[src/rtl/irq_retain_pkg.sv]
package irq_retain_pkg;
  localparam int ADDR_W = 12;
  localparam int DATA_W = 32;

  localparam logic [ADDR_W-1:0] OFF_STATUS = 12'h000;
  localparam logic [ADDR_W-1:0] OFF_ACK    = 12'h040;
  localparam logic [ADDR_W-1:0] OFF_MSET   = 12'h0C0;
  localparam logic [ADDR_W-1:0] OFF_MCLR   = 12'h100;
  localparam logic [ADDR_W-1:0] OFF_SSET   = 12'h180;
  localparam logic [ADDR_W-1:0] OFF_SCLR   = 12'h1C0;
  localparam logic [ADDR_W-1:0] OFF_PSET   = 12'h240;
  localparam logic [ADDR_W-1:0] OFF_PCLR   = 12'h280;
  localparam logic [ADDR_W-1:0] OFF_CTRL   = 12'h300;

  // control word bit positions (software decodes these)
  localparam int CTRL_EN_BIT    = 0;
  localparam int CTRL_EDGE_BIT  = 1;
  localparam int CTRL_FLUSH_BIT = 2;

  function automatic logic [ADDR_W-1:0] word_addr(logic [ADDR_W-1:0] base, int w);
    return base + ADDR_W'(w * 4);
  endfunction
endpackage

[src/rtl/irq_retain_sync.sv]
module irq_retain_sync #(
  parameter int WIDTH  = 64,
  parameter int STAGES = 2
) (
  input  logic             clk,
  input  logic             rst_n,
  input  logic [WIDTH-1:0] async_in,
  output logic [WIDTH-1:0] sync_out
);
  logic [WIDTH-1:0] stage_q [STAGES];

  genvar s;
  generate
    for (s = 0; s < STAGES; s++) begin : g_stage
      always_ff @(posedge clk or negedge rst_n) begin
        if (!rst_n) stage_q[s] <= '0;
        else if (s == 0) stage_q[s] <= async_in;
        else stage_q[s] <= stage_q[(s == 0) ? 0 : s-1];
      end
    end
  endgenerate

  assign sync_out = stage_q[STAGES-1];
endmodule

[src/rtl/irq_retain_regs.sv]
module irq_retain_regs
  import irq_retain_pkg::*;
#(
  parameter int NUM_WORDS = 2,
  localparam int LINES = NUM_WORDS * 32
) (
  input  logic              clk,
  input  logic              rst_n,
  input  logic              bus_wr,
  input  logic [ADDR_W-1:0] bus_addr,
  input  logic [DATA_W-1:0] bus_wdata,
  output logic [DATA_W-1:0] bus_rdata,
  input  logic [LINES-1:0]  status,
  output logic [LINES-1:0]  mask,
  output logic [LINES-1:0]  sens,
  output logic [LINES-1:0]  pol,
  output logic [LINES-1:0]  ack_vec,
  output logic              en,
  output logic              edge_mode,
  output logic              flush_go
);
  logic [LINES-1:0] mask_q, sens_q, pol_q;

  genvar w;
  generate
    for (w = 0; w < NUM_WORDS; w++) begin : g_word
      logic mset_hit, mclr_hit, sset_hit, sclr_hit, pset_hit, pclr_hit, ack_hit;
      assign mset_hit = bus_wr && (bus_addr == word_addr(OFF_MSET, w));
      assign mclr_hit = bus_wr && (bus_addr == word_addr(OFF_MCLR, w));
      assign sset_hit = bus_wr && (bus_addr == word_addr(OFF_SSET, w));
      assign sclr_hit = bus_wr && (bus_addr == word_addr(OFF_SCLR, w));
      assign pset_hit = bus_wr && (bus_addr == word_addr(OFF_PSET, w));
      assign pclr_hit = bus_wr && (bus_addr == word_addr(OFF_PCLR, w));
      assign ack_hit  = bus_wr && (bus_addr == word_addr(OFF_ACK, w));

      always_ff @(posedge clk or negedge rst_n) begin
        if (!rst_n) begin
          mask_q[w*32 +: 32] <= '1;
          sens_q[w*32 +: 32] <= '0;
          pol_q[w*32 +: 32]  <= '0;
        end else begin
          if (mset_hit)      mask_q[w*32 +: 32] <= mask_q[w*32 +: 32] | bus_wdata;
          else if (mclr_hit) mask_q[w*32 +: 32] <= mask_q[w*32 +: 32] & ~bus_wdata;
          if (sset_hit)      sens_q[w*32 +: 32] <= sens_q[w*32 +: 32] | bus_wdata;
          else if (sclr_hit) sens_q[w*32 +: 32] <= sens_q[w*32 +: 32] & ~bus_wdata;
          if (pset_hit)      pol_q[w*32 +: 32]  <= pol_q[w*32 +: 32] | bus_wdata;
          else if (pclr_hit) pol_q[w*32 +: 32]  <= pol_q[w*32 +: 32] & ~bus_wdata;
        end
      end

      assign ack_vec[w*32 +: 32] = ack_hit ? bus_wdata : '0;
    end
  endgenerate

  logic ctrl_hit;
  assign ctrl_hit = bus_wr && (bus_addr == OFF_CTRL);

  always_ff @(posedge clk or negedge rst_n) begin
    if (!rst_n) begin
      en        <= 1'b0;
      edge_mode <= 1'b0;
      flush_go  <= 1'b0;
    end else begin
      flush_go <= 1'b0;
      if (ctrl_hit) begin
        en        <= bus_wdata[CTRL_EN_BIT];
        edge_mode <= bus_wdata[CTRL_EDGE_BIT];
        flush_go  <= bus_wdata[CTRL_FLUSH_BIT];
      end
    end
  end

  always_comb begin
    bus_rdata = '0;
    for (int i = 0; i < NUM_WORDS; i++) begin
      if (bus_addr == word_addr(OFF_STATUS, i)) bus_rdata = status[i*32 +: 32];
    end
    if (bus_addr == OFF_CTRL) begin
      bus_rdata[CTRL_EN_BIT]   = en;
      bus_rdata[CTRL_EDGE_BIT] = edge_mode;
    end
  end

  assign mask = mask_q;
  assign sens = sens_q;
  assign pol  = pol_q;
endmodule

[src/rtl/irq_retain_capture.sv]
module irq_retain_capture #(
  parameter int LINES = 64
) (
  input  logic             clk,
  input  logic             rst_n,
  input  logic [LINES-1:0] sync_in,
  input  logic [LINES-1:0] mask,
  input  logic [LINES-1:0] sens,
  input  logic [LINES-1:0] pol,
  input  logic [LINES-1:0] ack_vec,
  input  logic             en,
  input  logic             edge_mode,
  input  logic             flush_go,
  output logic [LINES-1:0] status,
  output logic [LINES-1:0] irq_pulse
);
  logic [LINES-1:0] prev_q, rise, fall, hit, rec, fire;

  always_ff @(posedge clk or negedge rst_n) begin
    if (!rst_n) prev_q <= '0;
    else        prev_q <= sync_in;
  end

  assign rise = sync_in & ~prev_q;
  assign fall = ~sync_in & prev_q;
  assign hit  = (pol & rise) | (~pol & fall);
  assign rec  = {LINES{en & edge_mode}} & ~sens & ~mask & hit;
  assign fire = {LINES{flush_go & en}} & status & ~mask;

  always_ff @(posedge clk or negedge rst_n) begin
    if (!rst_n) begin
      status    <= '0;
      irq_pulse <= '0;
    end else begin
      status    <= (status & ~fire & ~ack_vec) | rec;
      irq_pulse <= fire;
    end
  end


  level_never_latched_chk: assert property (@(posedge clk) disable iff (!rst_n)
    ((status & ~$past(status)) & $past(sens)) == '0);

  masked_never_pulsed_chk: assert property (@(posedge clk) disable iff (!rst_n)
    (irq_pulse & $past(mask)) == '0);

  disabled_quiet_chk: assert property (@(posedge clk) disable iff (!rst_n)
    !$past(en) |-> (irq_pulse == '0));

  pulse_needs_status_chk: assert property (@(posedge clk) disable iff (!rst_n)
    (irq_pulse & ~$past(status)) == '0);
endmodule

[src/rtl/irq_retain.sv]
module irq_retain
  import irq_retain_pkg::*;
#(
  parameter int NUM_WORDS   = 2,
  parameter int SYNC_STAGES = 2,
  localparam int LINES = NUM_WORDS * 32
) (
  input  logic              clk,
  input  logic              rst_n,
  input  logic [LINES-1:0]  irq_in,
  input  logic              bus_wr,
  input  logic [ADDR_W-1:0] bus_addr,
  input  logic [DATA_W-1:0] bus_wdata,
  output logic [DATA_W-1:0] bus_rdata,
  output logic [LINES-1:0]  irq_pulse
);
  logic [LINES-1:0] sync_lv, mask, sens, pol, ack_vec, status;
  logic en, edge_mode, flush_go;

  irq_retain_sync #(.WIDTH(LINES), .STAGES(SYNC_STAGES)) u_sync (
    .clk(clk), .rst_n(rst_n), .async_in(irq_in), .sync_out(sync_lv));

  irq_retain_regs #(.NUM_WORDS(NUM_WORDS)) u_regs (
    .clk(clk), .rst_n(rst_n), .bus_wr(bus_wr), .bus_addr(bus_addr),
    .bus_wdata(bus_wdata), .bus_rdata(bus_rdata), .status(status),
    .mask(mask), .sens(sens), .pol(pol), .ack_vec(ack_vec),
    .en(en), .edge_mode(edge_mode), .flush_go(flush_go));

  irq_retain_capture #(.LINES(LINES)) u_cap (
    .clk(clk), .rst_n(rst_n), .sync_in(sync_lv), .mask(mask), .sens(sens),
    .pol(pol), .ack_vec(ack_vec), .en(en), .edge_mode(edge_mode),
    .flush_go(flush_go), .status(status), .irq_pulse(irq_pulse));
endmodule

[config.mk]
export PLATFORM = sky130hd
export DESIGN_NAME = irq_retain
export DESIGN_NICKNAME = d
export VERILOG_FILES = /design/src/rtl/irq_retain_pkg.sv /design/src/rtl/irq_retain_sync.sv /design/src/rtl/irq_retain_regs.sv /design/src/rtl/irq_retain_capture.sv /design/src/rtl/irq_retain.sv
export SDC_FILE = /design/constraint.sdc
export NUM_CORES = 1
export LEC_CHECK = 0
export ABC_AREA = 1
export BUFFER_PORTS_ARGS = -buffer_cell sky130_fd_sc_hd__buf_2
export CORE_AREA = 3 3 240 148
export CTS_CLUSTER_SIZE = 12
export DETAILED_ROUTE_END_ITERATION = 7
export DIE_AREA = 0 0 243 151
export PLACE_DENSITY = 0.8
export SLEW_MARGIN = 20
export SYNTH_ARGS = -nofsm -noshare
export SYNTH_HDL_FRONTEND = slang
export SYNTH_SLANG_ARGS = --single-unit
[constraint.sdc]
create_clock -name clk -period 2.1 [get_ports clk]
set_input_delay 0.21 -clock clk [delete_from_list [all_inputs] [get_ports clk]]
set_output_delay 0.21 -clock clk [all_outputs]
set_load 0.03 [all_outputs]
After elaboration in Yosys (flattened, before gate mapping)
Cells that the tools add are included.
- mux-type cells: 18
- div/mod/pow operators: 0
- reductions and logical operators: 22
- $add $sub $neg: 0
- magnitude comparators: 0
- bitwise logic cells: 35
- shift operators: 0
- multiply operators: 0
- equality and inequality tests: 16
- operators by type and width (cell ; count):
    AND 64 bit ; 11
    2-to-1 mux 32 bit ; 16
    inverter 64 bit ; 7
    AND 32 bit ; 6
    OR 32 bit ; 6
    OR 64 bit ; 2
    == test 12 x 9 -> 1 bit (second input constant) ; 6
    == test 12 x 10 -> 1 bit (second input constant) ; 5
    inverter 32 bit ; 1
    == test 12 x 7 -> 1 bit (second input constant) ; 2
    == test 12 x 8 -> 1 bit (second input constant) ; 2
    logical AND 1 bit ; 15
    == test 12 x 3 -> 1 bit (second input constant) ; 1
    zero test 12 bit ; 1
    nonzero test 2 bit ; 6
    AND 1 bit ; 2
    2-to-1 mux 2 bit ; 1
    2-to-1 mux 1 bit ; 1
- input bits: 111
- bits in latches: 0
- bits in writable memories: 0
- flip-flop bits (word level): 515
- bits in read-only memories: 0
- output and inout port bits: 96
- memories: 0

Depth between registers and ports, before layout
- depth after elaboration: 7
- mapped depth: 9

Cells and area by module
From an unflattened synthesis, not the netlist that was laid out.
- cells, all modules: 2822
- area total of the unflattened synthesis: 22912.0 µm²
- by module, submodules not included (module ; instances ; area an instance (µm²) ; seq. area each (µm²) ; cells an instance):
    irq_retain_regs ; 1 ; 9756.9 ; 4959.8 ; 1265
    irq_retain_capture ; 1 ; 9471.6 ; 4804.6 ; 1365
    irq_retain_sync ; 1 ; 3683.5 ; 3203.1 ; 192

Worst setup path after synthesis
Ideal clock, no wire load.
- path kind: input to output
- start: input port bus_addr[5]
- end: output port bus_rdata[11]
- path buffers: 1
- arrival: 1.378 ns
- path slack: 0.512 ns
- stages: 6
- data required time: 1.890 ns
- path through: nor2_2 > nand2_1 > nor2_4 > nand2_1 > clkbuf_1 > o22ai_1
- word-level cells in the longest chain between the ends: 3
- ends and longest elaborated chain (item ; RTL line ; RTL):
    start, declared ; irq_retain.sv:12 ; input logic [ADDR_W-1:0] bus_addr,
    zero test 12 bit ; irq_retain_regs.sv:76 ; if (bus_addr == word_addr(OFF_STATUS, i)) bus_rdata = status[i*32 +: 32];
    2-to-1 mux 32 bit ; irq_retain_regs.sv:76 ;
    2-to-1 mux 32 bit (*) ; irq_retain_regs.sv:76 ;
    end, declared ; irq_retain.sv:14 ; output logic [DATA_W-1:0] bus_rdata,
Mark *: on every way between the ends. The rest lies on a longest branch, timed or not.

Final worst setup path
- start: input port bus_addr[3]
- end: output port bus_rdata[19]
The elaborated chain is that of the path after synthesis.

==> results.sh <==
export IMPL_initial_utilization=0.596
export IMPL_number_of_antenna_violations_at_the_first_check_in_global_routing=3
export IMPL_drv_slew=0
export IMPL_preCtsSetupSlack_ns=0.134
export IMPL_post_drt_wl_per_cell_um=19.7
export IMPL_ys_flop_type="sky130_fd_sc_hd__dfrtp_1"
export IMPL_floorplan_die_width_um=243
export IMPL_synthDominantCellAreaShare=0.566
export IMPL_coreArea_um2=33400
export IMPL_post_drt_via_cell_ratio=5.70
export IMPL_postSynth_asyncResetShare=1.00
export IMPL_cts_sinks=515
export IMPL_fin_crit_sh=0.973
export IMPL_p_sw_mw=4.28
export IMPL_fin_crit_ns=2.04
export IMPL_place_hpwl_um=36000
export IMPL_synth_distinct_cells=26
export IMPL_netlist_area_um2=19900
export IMPL_post_cts_resized_instances=0
export IMPL_cts_buffers_inserted=49
export IMPL_final_setup_viol_count=0
export IMPL_vdd_drop_max_mv=0.547
export IMPL_nets=2473
export IMPL_synth_enable_flop_cells=0
export IMPL_synthesized_instance_count=2024
export IMPL_ioPinCount=207
export IMPL_drv_cap=0
export IMPL_drt_first_iter_violations=1693
export IMPL_crit_path_start_kind="input pin"
export IMPL_detail_route_wirelength_um=56300
export IMPL_max_slew_margin_rel=0.610
export IMPL_synth_warn=0
export IMPL_timing_critical_path_max_delay_family="simple AND/OR/NAND/NOR gates"
export IMPL_clock_path_buffers=3
export IMPL_critPathBufInv=3
export IMPL_leak_nw=11.7
export IMPL_global_route_overflow_total=0
export IMPL_crit_path_end_kind="output pin"
export IMPL_critical_path_s_largest_stage_delay_ns=0.29
export IMPL_power_density_nw_per_um2=794
export IMPL_setup_ws_ns=0.0567
export IMPL_fin_worst_hold_slack_ns=0.138
export IMPL_syn_to_final_growth_pct=21.9
export IMPL_h_tree_level_count=2
export IMPL_floorplan_die_area_um2=36700
export IMPL_grt_max_degree=83
export IMPL_cp_arrival_ns=1.83
export IMPL_via_count_of_the_first_global_routing_pass=16100
export IMPL_rows=52
export IMPL_post_synth_main_area_contributors="sky130_fd_sc_hd__dfrtp_1 (57%), sky130_fd_sc_hd__dfstp_2 (8.4%), sky130_fd_sc_hd__nand2_1 (7.4%)"
export IMPL_cts_tree="done"
export IMPL_clk_insertion_delay_late_ns=0.58
export IMPL_worstPathCellList="buf_2, nor2_2, nand2_2, nor2_4, nand2_2, buf_4, o22ai_1, buf_2"
export IMPL_worst_ep_required_time_ns=1.89
export IMPL_combPwrFrac=0.046
export IMPL_worst_slew_pin_transition_ns=0.585
export IMPL_syn_area_per_cell_um2=9.85
export IMPL_finalHoldViolCount=0
export IMPL_clk_transition_reported_paths_ns=0.06
export IMPL_vias=16300
export IMPL_drive_gt1_frac=0.173
export IMPL_io_buffer_count=206
export IMPL_path_max_fanout=17
export IMPL_cts_root_buffer_cell="sky130_fd_sc_hd__clkbuf_16"
export IMPL_synth_net_count=2135
export IMPL_holdCritPathClass="in -> async"
export IMPL_ys_ff_latch=515
export IMPL_power_switching_fraction=0.222
export IMPL_run_status="complete, no violations"
export IMPL_tns_ns=0
export IMPL_seq_power_share=0.532
export IMPL_fin_worst_skew_ns=0.0238
export IMPL_drt_pre_antenna_iters=7
export IMPL_antenna_left=0
export IMPL_total_power_mw=19.3
export IMPL_rsz0062_at_grt="false"
export IMPL_master_of_the_slowest_instance_on_the_critical_path="sky130_fd_sc_hd__buf_4"
export IMPL_dieHeight_um=151
export IMPL_setup_worst_path_class="in -> out"
export IMPL_gp_congestion=0.840
export IMPL_synth_largest_area_cell="sky130_fd_sc_hd__dfrtp_1"
export IMPL_grt_usage=0.308
export IMPL_cell_internal_power_mw=15.0
export IMPL_pwr_share_clk=0.423
export IMPL_max_freq_mhz=489
export IMPL_synth_seq_area_share=0.650
export IMPL_global_route_wire_length_before_repair_um=87500
export IMPL_drc=0
==> through the flow <==
stage	util	instance area, um^2	instances
finish	0.726	24300	2863
global route	0.726	24300	2863
CTS	0.726	24300	2860
detailed placement	0.654	21900	2672
global placement	0.654	21900	2672
floorplan	-	19900	2024
==> layout by cell type, fill, tap and decap left out, drive strengths merged <==
cell         instances
a21oi               57
clkbuf              88
nor2                91
inv                242
o22ai               30
o21ai              315
nand3b              57
diode                3
clkinv               1
nand2              394
o211ai               7
nand4               34
nand3               75
dfstp               64
nor3               130
dfrtp              451
and3                 1
dlygate4sd3         98
buf                266
==> timing repair <==
| item | 4_1_cts | 5_1_grt |
|---|---|---|
| hold endpoints to repair | 493 | 0 |
| setup buffers | 0 | 0 |
| hold buffers | 98 | 0 |
==> Yosys cell counts (4+ instances only) <==
master and instances:
sky130_fd_sc_hd__a21oi_1 57, sky130_fd_sc_hd__buf_2 42, sky130_fd_sc_hd__buf_4 8, sky130_fd_sc_hd__clkbuf_1 23
sky130_fd_sc_hd__dfrtp_1 451, sky130_fd_sc_hd__dfstp_2 64, sky130_fd_sc_hd__inv_1 237, sky130_fd_sc_hd__inv_2 4
sky130_fd_sc_hd__nand2_1 392, sky130_fd_sc_hd__nand3_1 75, sky130_fd_sc_hd__nand3b_1 57, sky130_fd_sc_hd__nand4_1 33
sky130_fd_sc_hd__nor2_1 79, sky130_fd_sc_hd__nor2_2 7, sky130_fd_sc_hd__nor2_4 5, sky130_fd_sc_hd__nor3_1 129
sky130_fd_sc_hd__o211ai_1 7, sky130_fd_sc_hd__o21ai_0 151, sky130_fd_sc_hd__o21ai_1 164, sky130_fd_sc_hd__o22ai_1 30
==> power by group through the flow <==
stage	sequential [mW]	combinational, mW	clock [mW]
2_1_floorplan	10.4	0.237	0
3_3_place_gp	10.4	0.706	0
3_5_place_dp	10.4	0.730	0
4_1_cts	10.3	0.881	8.26
5_1_grt	10.3	0.982	8.65
6_report	10.3	0.885	8.15
==> logic make-up after synthesis <==
| logic type | Yosys count | synth area share |
|---|---|---|
| compound gates | 409 | 0.105 |
| simple gates | 782 | 0.179 |
| buf+inv | 318 | 0.0653 |
| flops | 515 | 0.650 |
==> worst paths after layout <==
check                                                  start                             to  slack (ns)  depth (start not counted)
worst min register to register  u_sync.stage_q[93]$_DFF_PN0_  u_sync.sync_out[29]$_DFF_PN0_        0.34                          0
worst min-delay path                                   rst_n     u_cap.prev_q[53]$_DFF_PN0_        0.14                          2
worst max-delay path                             bus_addr[3]                  bus_rdata[19]        0.06                          8
max in group asynchronous                              rst_n     asynchronous set/reset pin        1.14                          3
worst max register to register         u_regs.en$_DFFE_PN0P_     u_cap.status[37]$_DFF_PN0_        0.50                          5
min in group clk                                 bus_addr[9]      u_regs.flush_go$_DFF_PN0_        0.22                          5
==> metal layers <==
metal | vias to the layer above | track usage | routed length [um]
met4 | 0 | 0.128 | 2270
met5 | - | 0 | 0
met2 | 897 | 0.482 | 25500
met3 | 175 | 0.0648 | 5340
met1 | 7917 | 0.428 | 23100
li1 | 7330 | - | -
==> area by class of cell <==
type                       count  area [um^2]
multi-input combinational   1191         5720
fill                        2366         9150
tap                          459          574
clock inverter                 2         17.5
clock buffer                  88         1420
antenna                        3         7.51
timing repair buffer         364         2690
inverter                     241          905
sequential                   515        13000
Note: power is estimated with default switching activity, not from simulation.
